$ cat config.mk
export PLATFORM = sky130hd
export DESIGN_NAME = casc_mul18
export DESIGN_NICKNAME = d
export VERILOG_FILES = /design/src/rtl/casc_mul_pkg.sv /design/src/rtl/cm_opt_reg.sv /design/src/rtl/cm_bsel.sv /design/src/rtl/cm_smul.sv /design/src/rtl/casc_mul18.sv
export SDC_FILE = /design/constraint.sdc
export NUM_CORES = 1
export LEC_CHECK = 0
export ABC_AREA = 1
export BUFFER_PORTS_ARGS = -buffer_cell sky130_fd_sc_hd__buf_2
export CORE_ASPECT_RATIO = 1.75
export CORE_MARGIN = 5
export CORE_UTILIZATION = 61
export DETAILED_ROUTE_END_ITERATION = 7
export GPL_ROUTABILITY_DRIVEN = 1
export GPL_TIMING_DRIVEN = 0
export PLACE_DENSITY_LB_ADDON = 0.15
export SKIP_LAST_GASP = 1
export SLEW_MARGIN = 20
export SYNTH_ARGS = -nofsm -noshare
export SYNTH_HDL_FRONTEND = slang
export SYNTH_HIERARCHICAL = 1
export SYNTH_SLANG_ARGS = --single-unit
export TNS_END_PERCENT = 100
$ cat constraint.sdc
create_clock -name clk -period 6.91 [get_ports clk]
set_clock_uncertainty 0.2 [all_clocks]
set_input_delay 0.3455 -clock clk [delete_from_list [all_inputs] [get_ports clk]]
set_output_delay 0.3455 -clock clk [all_outputs]
set_load 0.005 [all_outputs]
$ cat src/rtl/casc_mul_pkg.sv
package casc_mul_pkg;
  // Source of the second multiplier operand
  typedef enum logic {
    BSRC_PORT  = 1'b0,
    BSRC_CHAIN = 1'b1
  } bsrc_e;
endpackage

$ cat src/rtl/cm_opt_reg.sv
// Optional pipeline register: sync clear over enable, async active-low reset
module cm_opt_reg #(
  parameter int W  = 18,
  parameter bit EN = 1'b1
) (
  input  logic         clk,
  input  logic         rst_n,
  input  logic         en,
  input  logic         clr,
  input  logic [W-1:0] d,
  output logic [W-1:0] q
);
  generate
    if (EN) begin : g_reg
      logic [W-1:0] q_r;
      logic [W-1:0] q_nx;

      always_comb begin
        q_nx = q_r;
        if (clr)     q_nx = '0;
        else if (en) q_nx = d;
      end

      always_ff @(posedge clk or negedge rst_n) begin
        if (!rst_n) q_r <= '0;
        else        q_r <= q_nx;
      end

      assign q = q_r;


      ld_chk: assert property (@(posedge clk) disable iff (!rst_n)
        (en && !clr) |=> (q == $past(d)));

      hold_chk: assert property (@(posedge clk) disable iff (!rst_n)
        (!en && !clr) |=> $stable(q));

      clr_chk: assert property (@(posedge clk) disable iff (!rst_n)
        clr |=> (q == '0));
    end else begin : g_thru
      logic unused_ctl;
      assign unused_ctl = ^{en, clr, clk, rst_n};
      assign q = d;
    end
  endgenerate
endmodule

$ cat src/rtl/cm_bsel.sv
// Static selection of the second operand source
module cm_bsel #(
  parameter int                  W    = 18,
  parameter casc_mul_pkg::bsrc_e BSRC = casc_mul_pkg::BSRC_PORT
) (
  input  logic [W-1:0] port_i,
  input  logic [W-1:0] chain_i,
  output logic [W-1:0] sel_o
);
  generate
    if (BSRC == casc_mul_pkg::BSRC_CHAIN) begin : g_chain
      logic unused_port;
      assign unused_port = ^port_i;
      assign sel_o = chain_i;
    end else begin : g_port
      logic unused_chain;
      assign unused_chain = ^chain_i;
      assign sel_o = port_i;
    end
  endgenerate
endmodule

$ cat src/rtl/cm_smul.sv
// Signed W x W multiplier, full-width product
module cm_smul #(
  parameter int W = 18
) (
  input  logic [W-1:0]   a,
  input  logic [W-1:0]   b,
  output logic [2*W-1:0] p
);
  localparam int PW = 2 * W;

  logic signed [PW-1:0] a_x;
  logic signed [PW-1:0] b_x;

  always_comb begin
    a_x = {{W{a[W-1]}}, a};
    b_x = {{W{b[W-1]}}, b};
    p   = a_x * b_x;
  end

  always_comb begin

    if (a == '0 || b == '0) begin
      zero_chk: assert (p == '0);
    end

    if (a != '0 && b != '0) begin
      sign_chk: assert (p[PW-1] == (a[W-1] ^ b[W-1]));
    end
  end
endmodule

$ cat src/rtl/casc_mul18.sv
// Cascadable signed multiplier with optional A, B and product registers
module casc_mul18 #(
  parameter int                  OPW      = 18,
  parameter casc_mul_pkg::bsrc_e BSRC     = casc_mul_pkg::BSRC_PORT,
  parameter bit                  USE_AREG = 1'b1,
  parameter bit                  USE_BREG = 1'b1,
  parameter bit                  USE_PREG = 1'b1
) (
  input  logic                 clk,
  input  logic                 rst_n,
  input  logic [OPW-1:0]       a_i,
  input  logic [OPW-1:0]       b_i,
  input  logic [OPW-1:0]       bchain_i,
  input  logic                 a_en,
  input  logic                 b_en,
  input  logic                 p_en,
  input  logic                 a_clr,
  input  logic                 b_clr,
  input  logic                 p_clr,
  output logic [2*OPW-1:0]     p_o,
  output logic [OPW-1:0]       bchain_o
);
  localparam int PW = 2 * OPW;

  logic [OPW-1:0] b_sel;
  logic [OPW-1:0] a_op;
  logic [OPW-1:0] b_op;
  logic [PW-1:0]  prod;

  cm_bsel #(.W(OPW), .BSRC(BSRC)) u_bsel (
    .port_i (b_i),
    .chain_i(bchain_i),
    .sel_o  (b_sel)
  );

  cm_opt_reg #(.W(OPW), .EN(USE_AREG)) u_areg (
    .clk(clk), .rst_n(rst_n), .en(a_en), .clr(a_clr), .d(a_i), .q(a_op)
  );

  cm_opt_reg #(.W(OPW), .EN(USE_BREG)) u_breg (
    .clk(clk), .rst_n(rst_n), .en(b_en), .clr(b_clr), .d(b_sel), .q(b_op)
  );

  cm_smul #(.W(OPW)) u_mul (
    .a(a_op),
    .b(b_op),
    .p(prod)
  );

  cm_opt_reg #(.W(PW), .EN(USE_PREG)) u_preg (
    .clk(clk), .rst_n(rst_n), .en(p_en), .clr(p_clr), .d(prod), .q(p_o)
  );

  // The operand forwarded downstream is the one that was multiplied
  assign bchain_o = b_op;
endmodule

* Yosys cells after proc, flatten, opt, wreduce, memory -nomap -nowiden
Index checks and enable logic that the tools add are counted.
** Storage, ports and cells
- Input bits :: 62
- Output and inout bits :: 54
- Logic and storage cells :: 13
- Bits in registers :: 72
** Operators by class
- Muxes and demuxes :: 6
- Multipliers :: 1
- Reductions and logical operators :: 3
** Operator list (number)
- $mux 18 :: 4
- $mux 36 :: 2
- $mul 18x18->36 :: 1
- $reduce_bool 2->1 :: 3

* Longest topological paths before layout
Gate-level depths: netlist (run 1).
- Word-level depth :: 3
- Depth in mapped cells :: 31
- Mapped depth without buffers :: 29

* Hierarchy
The synthesis (run 1) kept the hierarchy.
** By module, submodules not included
- cm_smul :: times used 1, area an instance 13227.7 um2, seq. area each 0.0 um2, cells an instance 1790
- cm_opt_reg (u_preg) :: times used 1, area an instance 1526.5 um2, seq. area each 900.9 um2, cells an instance 156
- cm_opt_reg (u_areg ...) :: times used 2, area an instance 745.7 um2, seq. area each 450.4 um2, cells an instance 78
- cm_bsel :: times used 1, area an instance 135.1 um2, seq. area each 0.0 um2, cells an instance 18

* Least setup slack after synthesis (run 1)
Ideal clock, no wire load.
- Kind :: register -> register
- Start :: register u_breg.g_reg.q_r[4] (netlist: u_breg/q[4])
- End :: register u_preg.g_reg.q_r[27] (netlist: u_preg/q[27])
- Arrival :: 5688 ps
- Required time :: 6645 ps
- Setup time :: 65 ps
- Period minus slack after synthesis :: 5953 ps
- Path buffers :: 2
- Slack :: 957 ps
- Stages on the path, launching flop included :: 23
- Cells stage by stage :: dfrtp_1 -> clkbuf_1 -> clkbuf_1 -> nand2_1 -> fa_1 -> inv_1 -> fa_1 -> fa_1 -> fa_1 -> fa_1 -> inv_1 -> fa_1 -> inv_1 -> ha_1 -> nand2_2 -> nor2_2 -> inv_2 -> nor2_2 -> nand3_1 -> nand3b_1 -> xor2_1 -> nand3_2 -> nand2_1
** On the way
- Cells in the longest elaborated chain, start to end :: 3
** RTL lines
- start: declaration :: RTL line cm_opt_reg.sv:15 : logic [W-1:0] q_r;
- start signal: assignment :: RTL line cm_opt_reg.sv:26 : else q_r <= q_nx;
- $mul 18x18->36 :: RTL line cm_smul.sv:17 : p = a_x * b_x;
- via prod[27] :: RTL line casc_mul18.sv:28 : logic [PW-1:0] prod;
- $mux 36 :: RTL line cm_opt_reg.sv:21 : else if (en) q_nx = d;
- $mux 36 :: RTL line cm_opt_reg.sv:20 : if (clr) q_nx = '0;
- end signal: assignment :: RTL line cm_opt_reg.sv:26
- end: declaration :: RTL line cm_opt_reg.sv:15
The timed path passes the listed nets, and every way through them passes these cells. The select of a mux whose other input is x is not followed.
A chain may end at the register's enable or synchronous reset.

* Worst setup path after layout (run 1)
- Start :: register u_breg.g_reg.q_r[6] (netlist: u_breg/q[6])
- End :: register u_preg.g_reg.q_r[35] (netlist: u_preg/q[35])
Same word-level chain as after synthesis.

==> results of run 1 <==
-- layer usage --
metal	up-vias	part of all wire [%]	global-route usage, %
met5	-	0.11	0
met4	2	9.1	24.1
met3	195	5.5	4.93
met2	526	52	58.7
met1	6442	33	34.6
li1	6099	-	-
-- area by class of cell --
cell class,instances,area (um^2)
flip-flops and latches,72,1810
inverters,609,2290
fillers,2332,9050
plain buffers,94,559
multi-input cells,1332,11700
diodes,1,2.50
well taps,324,405
repair buffers,80,440
clock buffers,10,229
clock inverters,6,92.6
-- worst paths after layout --
kind                              from      endpoint
min reg2reg                u_preg/q[5]   u_preg/q[5]
min                             a_i[9]   u_areg/q[9]
max                        u_breg/q[6]  u_preg/q[35]
max reg2reg                u_breg/q[6]  u_preg/q[35]
max in group asynchronous        rst_n  u_preg/q[12]
min in group asynchronous        rst_n  u_areg/q[13]
-- synthesized netlist by cell type, drive strengths merged, types with 6 or more instances --
| library cell | instances |
|---|---|
| a21oi | 25 |
| fa | 329 |
| nand4 | 9 |
| nand2 | 653 |
| ha | 93 |
| clkbuf | 65 |
| nand3 | 101 |
| buf | 42 |
| inv | 609 |
| dfrtp | 72 |
| xor2 | 15 |
| o21bai | 6 |
| nor2 | 71 |
-- tightest hold or removal path: stages --
cell and delay (ps):
buf_2 80, nand3_1 60, nand2_1 60
-- kinds of logic after synthesis --
kind of cell             synth area share (%)
flip-flops                               11.0
XOR/XNOR                                 1.02
adder cells (fa/ha/maj)                  47.3
buffers and inverters                    17.5
AND/OR/NAND/NOR                          21.9
AO/OA/AOI/OAI                            1.24
-- metrics by stage --
| stage | hold WS [ps] | area (um^2) | utilization (%) |
|---|---|---|---|
| finish | 6.19 | 17500 | 65.9 |
| global route | 13.4 | 17500 | 65.9 |
| CTS | 0.724 | 17500 | 66.0 |
| detailed placement | 50.5 | 17200 | 64.7 |
| global placement | 252 | 17200 | 64.6 |
| floorplan | -150 | 16400 | - |
-- power by group through the flow --
stage | clock network, mW | logic, mW | registers (mW)
final | 0.519 | 1.32 | 0.518
after global routing | 0.547 | 1.48 | 0.525
after CTS | 0.527 | 1.35 | 0.505
after detailed placement | 0 | 1.34 | 0.504
after global placement | 0 | 1.32 | 0.503
after floorplan | 0 | 0.880 | 0.506
-- cells in the final DEF (no fill, tap or decap), types with 5 or more instances in the layout --
cell type,count
xor2_1,15
nand2_1,646
ha_1,92
buf_4,23
dfrtp_1,69
nor3_1,5
fa_1,328
buf_6,13
nor2_2,11
buf_2,77
nand3_1,86
nor2_1,56
inv_1,597
inv_2,11
a21oi_1,25
nand3_2,15
o21bai_1,6
clkbuf_1,37
clkbuf_2,19
nand2_2,7
clkbuf_16,9
nand4_1,9
-- state kept, by name, summed over array words and instances (netlist names) --
name      count
u_areg/q     18
u_breg/q     18
u_preg/q     36
-- what timing repair did --
item,4_1_cts,5_1_grt
setup endpoints to repair,14,22
gates resized for setup,7,28
hold endpoints to repair,35,0
hold buffers,3,0
==> reports/metrics.cfg, run 1 <==
[worst_setup_path]
r2r_cells = 24
cp.arrival_ps = 6850
crit_path_end_kind = register
reg2reg_slack_ps = 170
crit_family = adder cells
required_ps = 7020
crit_fanout = 10
cpMaxStageDelayCell = clkbuf_1
crit_cells = 24
path_buf_inv = 7
cp_cell_sequence = clkbuf_1 -> clkbuf_2 -> nand2_1 -> fa_1 -> fa_1 -> inv_1 -> fa_1 -> inv_1 -> fa_1 -> fa_1 -> fa_1 -> inv_1 -> ha_1 -> nand2_2 -> inv_1 -> a21oi_1 -> nand2_1 -> inv_2 -> nand2_2 -> a21oi_1 -> nand2_1 -> nand2_1 -> nand3_1 -> nand2_1
critPathMostFrequentCell = fa_1
critPathKind = reg -> reg
start_kind = register
slowest_delay_ps = 630

[pwr]
internal_power_mw = 1.26
power.share.clock_pct = 22.0
comb_power_share_pct = 56.0
power_density_nw_per_um2 = 134
switching_power_mw = 1.10
finalPower_mw = 2.36
vdd_ir_drop_max_mv = 0.189
switching_share_pct = 46.7
p_seq_share_pct = 22.0
p_leak_nw = 11.1

[clock_network]
htree_levels = 3
numCtsBuffers = 9
cts_tree = done
clock_sinks = 72
insertion_delay_ps = 370
cts_buffer_depth = 2
clk_pin_slew_ps = 60
cts-root-buf = clkbuf_16
cts_setup_buffers = 0

[placement]
globalplace.congestion = 0.987
dp_hpwl_um = 39300
numPortBuffers = 76
place_inst = 2521
place_ws_ps = -328

[routing]
drt_first_pass_iters = 7
wire_per_inst_um = 18.4
drt_wl_total_um = 46400
drt_iter0_markers = 971
drc = 0
vias = 13264
vias_per_cell = 5.25
antenna_left = 0

[cells_and_area]
area_growth_pct = 7.05
stdcell_count = 2528
drive_gt1_share_pct = 9.40
layout.nets = 2682

[grt]
grt_start_max_net_pins = 54
grt-ovfl-total = 0
grt_pass1_vias = 14414
grt_pass1_wl_um = 74700
antenna_found_initial = 1
grt_usage_pct = 32.7

[sta]
final-max-slew-violation-count = 0
worst_slack_ps = 172
setup_viol = 0
hold_viol = 0
fmax_mhz = 148
setup_tns_ps = 0
maxSlewHeadroom_pct = 45.0
rsz0062_at_grt = true
period_share_pct = 97.5
layout_min_cycle_time_ps = 6740
max_slew.worst_pin.slew_ps = 825

[synthesis]
synth_edf_count = 0
yosys_register_bits = 72
yosys_most_used_dff = dfrtp_1
postSynthNetCount = 2604
ys_types = 34
yosysTopAreaCell = fa_1
postSynthAreaPerCell_um2 = 7.73
synth_cells = 2120
synth_area_um2 = 16400
async_flop_share_pct = 100
synth_area_leaders = fa_1 (40%), nand2_1 (15%), inv_1 (14%)
synth_warnings = 6
ys_seq_area_share_pct = 11.0
synth.top_cell.area_share_pct = 40.2

[die]
die_area_um2 = 30400
num_rows = 79
start_util_pct = 61.6
core_area_um2 = 26600
die_w_um = 134
die_h_um = 227
io-pin-count = 116

[worst_hold_path]
hp-class = in -> reg
hold_depth = 3

[run_status]
outcome = finished clean

[flow_run]
maxCapViolCount = 0

(Power assumes the default switching activity.)
==> inputs of run 2 (changes only) <==
CELL_PAD_IN_SITES_DETAIL_PLACEMENT = 1   (was default)
CELL_PAD_IN_SITES_GLOBAL_PLACEMENT = 2   (was default)
CORE_UTILIZATION = 38   (was 61)
==> reports/metrics.cfg, run 2 (synthesis gave the netlist of run 1 again) <==
[clock_network]
numCtsBuffers = 9  ; unchanged
cts_buffer_depth = 2  ; unchanged
cts-root-buf = clkbuf_16  ; unchanged
clock_sinks = 72  ; unchanged
cts_tree = done  ; unchanged
clk_pin_slew_ps = 80  ; was 60 ps
htree_levels = 3  ; unchanged
insertion_delay_ps = 380  ; was 370 ps

[placement]
globalplace.congestion = 0.913  ; was 0.987
dp_hpwl_um = 48000  ; was 39300 um
numPortBuffers = 76  ; unchanged

[worst_setup_path]
crit_fanout = 10  ; unchanged
crit-reg2reg-launch = u_breg/q[13]  ; was u_breg/q[6]
critPathMostFrequentCell = fa_1  ; unchanged
start_kind = register  ; unchanged
cp_cell_sequence = clkbuf_1 -> clkbuf_2 -> nand2_1 -> fa_1 -> inv_1 -> fa_1 -> fa_1 -> fa_1 -> fa_1 -> inv_1 -> fa_1 -> inv_1 -> ha_1 -> nand2_1 -> nor2_1 -> inv_2 -> nor2_2 -> nand3_1 -> nand3_1 -> xor2_1 -> nand3_2 -> nand2_1  ; was clkbuf_1 -> clkbuf_2 -> nand2_1 -> fa_1 -> fa_1 -> inv_1 -> fa_1 -> inv_1 -> fa_1 -> fa_1 -> fa_1 -> inv_1 -> ha_1 -> nand2_2 -> inv_1 -> a21oi_1 -> nand2_1 -> inv_2 -> nand2_2 -> a21oi_1 -> nand2_1 -> nand2_1 -> nand3_1 -> nand2_1
cpMaxStageDelayCell = clkbuf_1  ; unchanged
slowest_delay_ps = 590  ; was 630 ps
critPathKind = reg -> reg  ; unchanged
crit_path_end_kind = register  ; unchanged
crit_start = u_breg/q[13]  ; was u_breg/q[6]
required_ps = 7030  ; was 7020 ps
cp.arrival_ps = 6850  ; about the same

[routing]
drt_iter0_markers = 500  ; was 971
drc = 0  ; unchanged
vias_per_cell = 4.80  ; was 5.25
vias = 13232  ; was 13264
drt_wl_total_um = 56900  ; was 46400 um
antenna_left = 0  ; unchanged
wire_per_inst_um = 20.6  ; was 18.4 um
drt_first_pass_iters = 4  ; was 7

[cells_and_area]
final_cell_mix = nand2_1 (646), inv_1 (596), fa_1 (328)  ; was nand2_1 (646), inv_1 (597), fa_1 (328)
drive_gt1_share_pct = 10.7  ; was 9.40%
layout_commonest_cell = nand2_1  ; unchanged
area_growth_pct = 9.45  ; was 7.05%
largest_register_ffs = 36  ; unchanged
layout.nets = 2676  ; was 2682
n_antenna_cell = 0  ; was 1

[pwr]
finalPower_mw = 2.48  ; was 2.36 mW
p_leak_nw = 11.1  ; about the same
vdd_ir_drop_max_mv = 0.104  ; was 0.189 mV
power_density_nw_per_um2 = 138  ; was 134 nW/um^2

[sta]
final-max-slew-violation-count = 0  ; unchanged
setup_viol = 0  ; unchanged
layout_min_cycle_time_ps = 6720  ; was 6740 ps
fmax_mhz = 149  ; was 148 MHz
setup_tns_ps = 0  ; unchanged
rsz0062_at_grt = false  ; was true
hold_viol = 0  ; unchanged
period_share_pct = 97.3  ; was 97.5%
max_slew.worst_pin.slew_ps = 801  ; was 825 ps
maxSlewHeadroom_pct = 46.6  ; was 45.0%

[grt]
antenna_found_initial = 0  ; was 1
grt_usage_pct = 24.9  ; was 32.7%
grt_pass1_wl_um = 89300  ; was 74700 um
grt-ovfl-total = 0  ; unchanged
grt_start_max_net_pins = 51  ; was 54
grt_pass1_vias = 15526  ; was 14414

[die]
core_area_um2 = 42700  ; was 26600 um^2
io-pin-count = 116  ; unchanged
start_util_pct = 38.4  ; was 61.6%
die_w_um = 167  ; was 134 um
num_rows = 100  ; was 79
die_h_um = 285  ; was 227 um
die_area_um2 = 47500  ; was 30400 um^2

[flow_run]
maxCapViolCount = 0  ; unchanged

[worst_hold_path]
min_from = b_i[10]  ; was a_i[9]
hp-class = in -> reg  ; unchanged

[run_status]
outcome = finished clean  ; unchanged

run 2: critical path: cells and delay by family, from the launching register on:
kind,cells,cell delay [ps]
simple gates,8,1070
fa+ha+maj,7,3490
flops,1,370
buf+inv,6,1310
xor+xnor,1,240
run 2: area by class of cell:
cell class / instances / area, um^2
Multi-Input combinational cell: 1332 / 11700
Inverter: 609 / 2290
Sequential cell: 72 / 1830
Clock inverter: 6 / 92.6
Clock buffer: 10 / 229
Buffer: 77 / 517
Tap cell: 561 / 702
Fill cell: 5329 / 24700
Timing Repair Buffer: 91 / 548
run 2: through the flow:
| stage | hold slack (ps) | std cells | cell area, um^2 | worst slack, ps | util [%] |
|---|---|---|---|---|---|
| floorplan | -150 | 2120 | 16400 | 957 | - |
| global placement | 252 | 2757 | 17500 | -747 | 40.9 |
| detailed placement | 77.0 | 2758 | 17500 | -768 | 41.0 |
| CTS | 0.915 | 2769 | 17900 | 10.9 | 42.0 |
| global route | 12.3 | 2758 | 17900 | 6.38 | 42.0 |
| finish | 9.53 | 2758 | 17900 | 189 | 42.0 |
run 2: path summary, 6_finish.rpt:
check / to / slack (ps) / cells after the start
max: u_preg/q[26] / 190 / 22
min: u_breg/q[10] / 10 / 3
max reg2reg: u_preg/q[26] / 190 / 22
min reg2reg: u_preg/q[11] / 270 / 2
max in group asynchronous: u_preg/q[7] / 5660 / 3
min in group asynchronous: u_breg/q[17] / 220 / 2
run 2: report_power, final:
| part | internal, mW | leakage (nW) | switching [mW] |
|---|---|---|---|
| Combinational | 0.485 | 10.1 | 0.867 |
| Sequential | 0.469 | 0.942 | 0.0790 |
| Clock | 0.320 | 0.149 | 0.255 |
run 2: routing by layer:
| layer | GRT usage (%) | vias up | wire length [um] |
|---|---|---|---|
| li1 | - | 6083 | - |
| met1 | 25.7 | 6764 | 19800 |
| met2 | 48.7 | 262 | 32100 |
| met3 | 2.73 | 123 | 1850 |
| met4 | 12.2 | 0 | 3260 |
| met5 | 0 | - | 0 |
run 2: what timing repair did:
| item | 4_1_cts | 5_1_grt |
|---|---|---|
| pin swaps | 0 | 0 |
| resized for setup | 30 | 34 |
| gates cloned | 0 | 0 |
| buffers inserted | 0 | 1 |
| setup endpoints to repair | 22 | 17 |
| hold endpoints to repair | 34 | 0 |
| hold buffers | 13 | 0 |
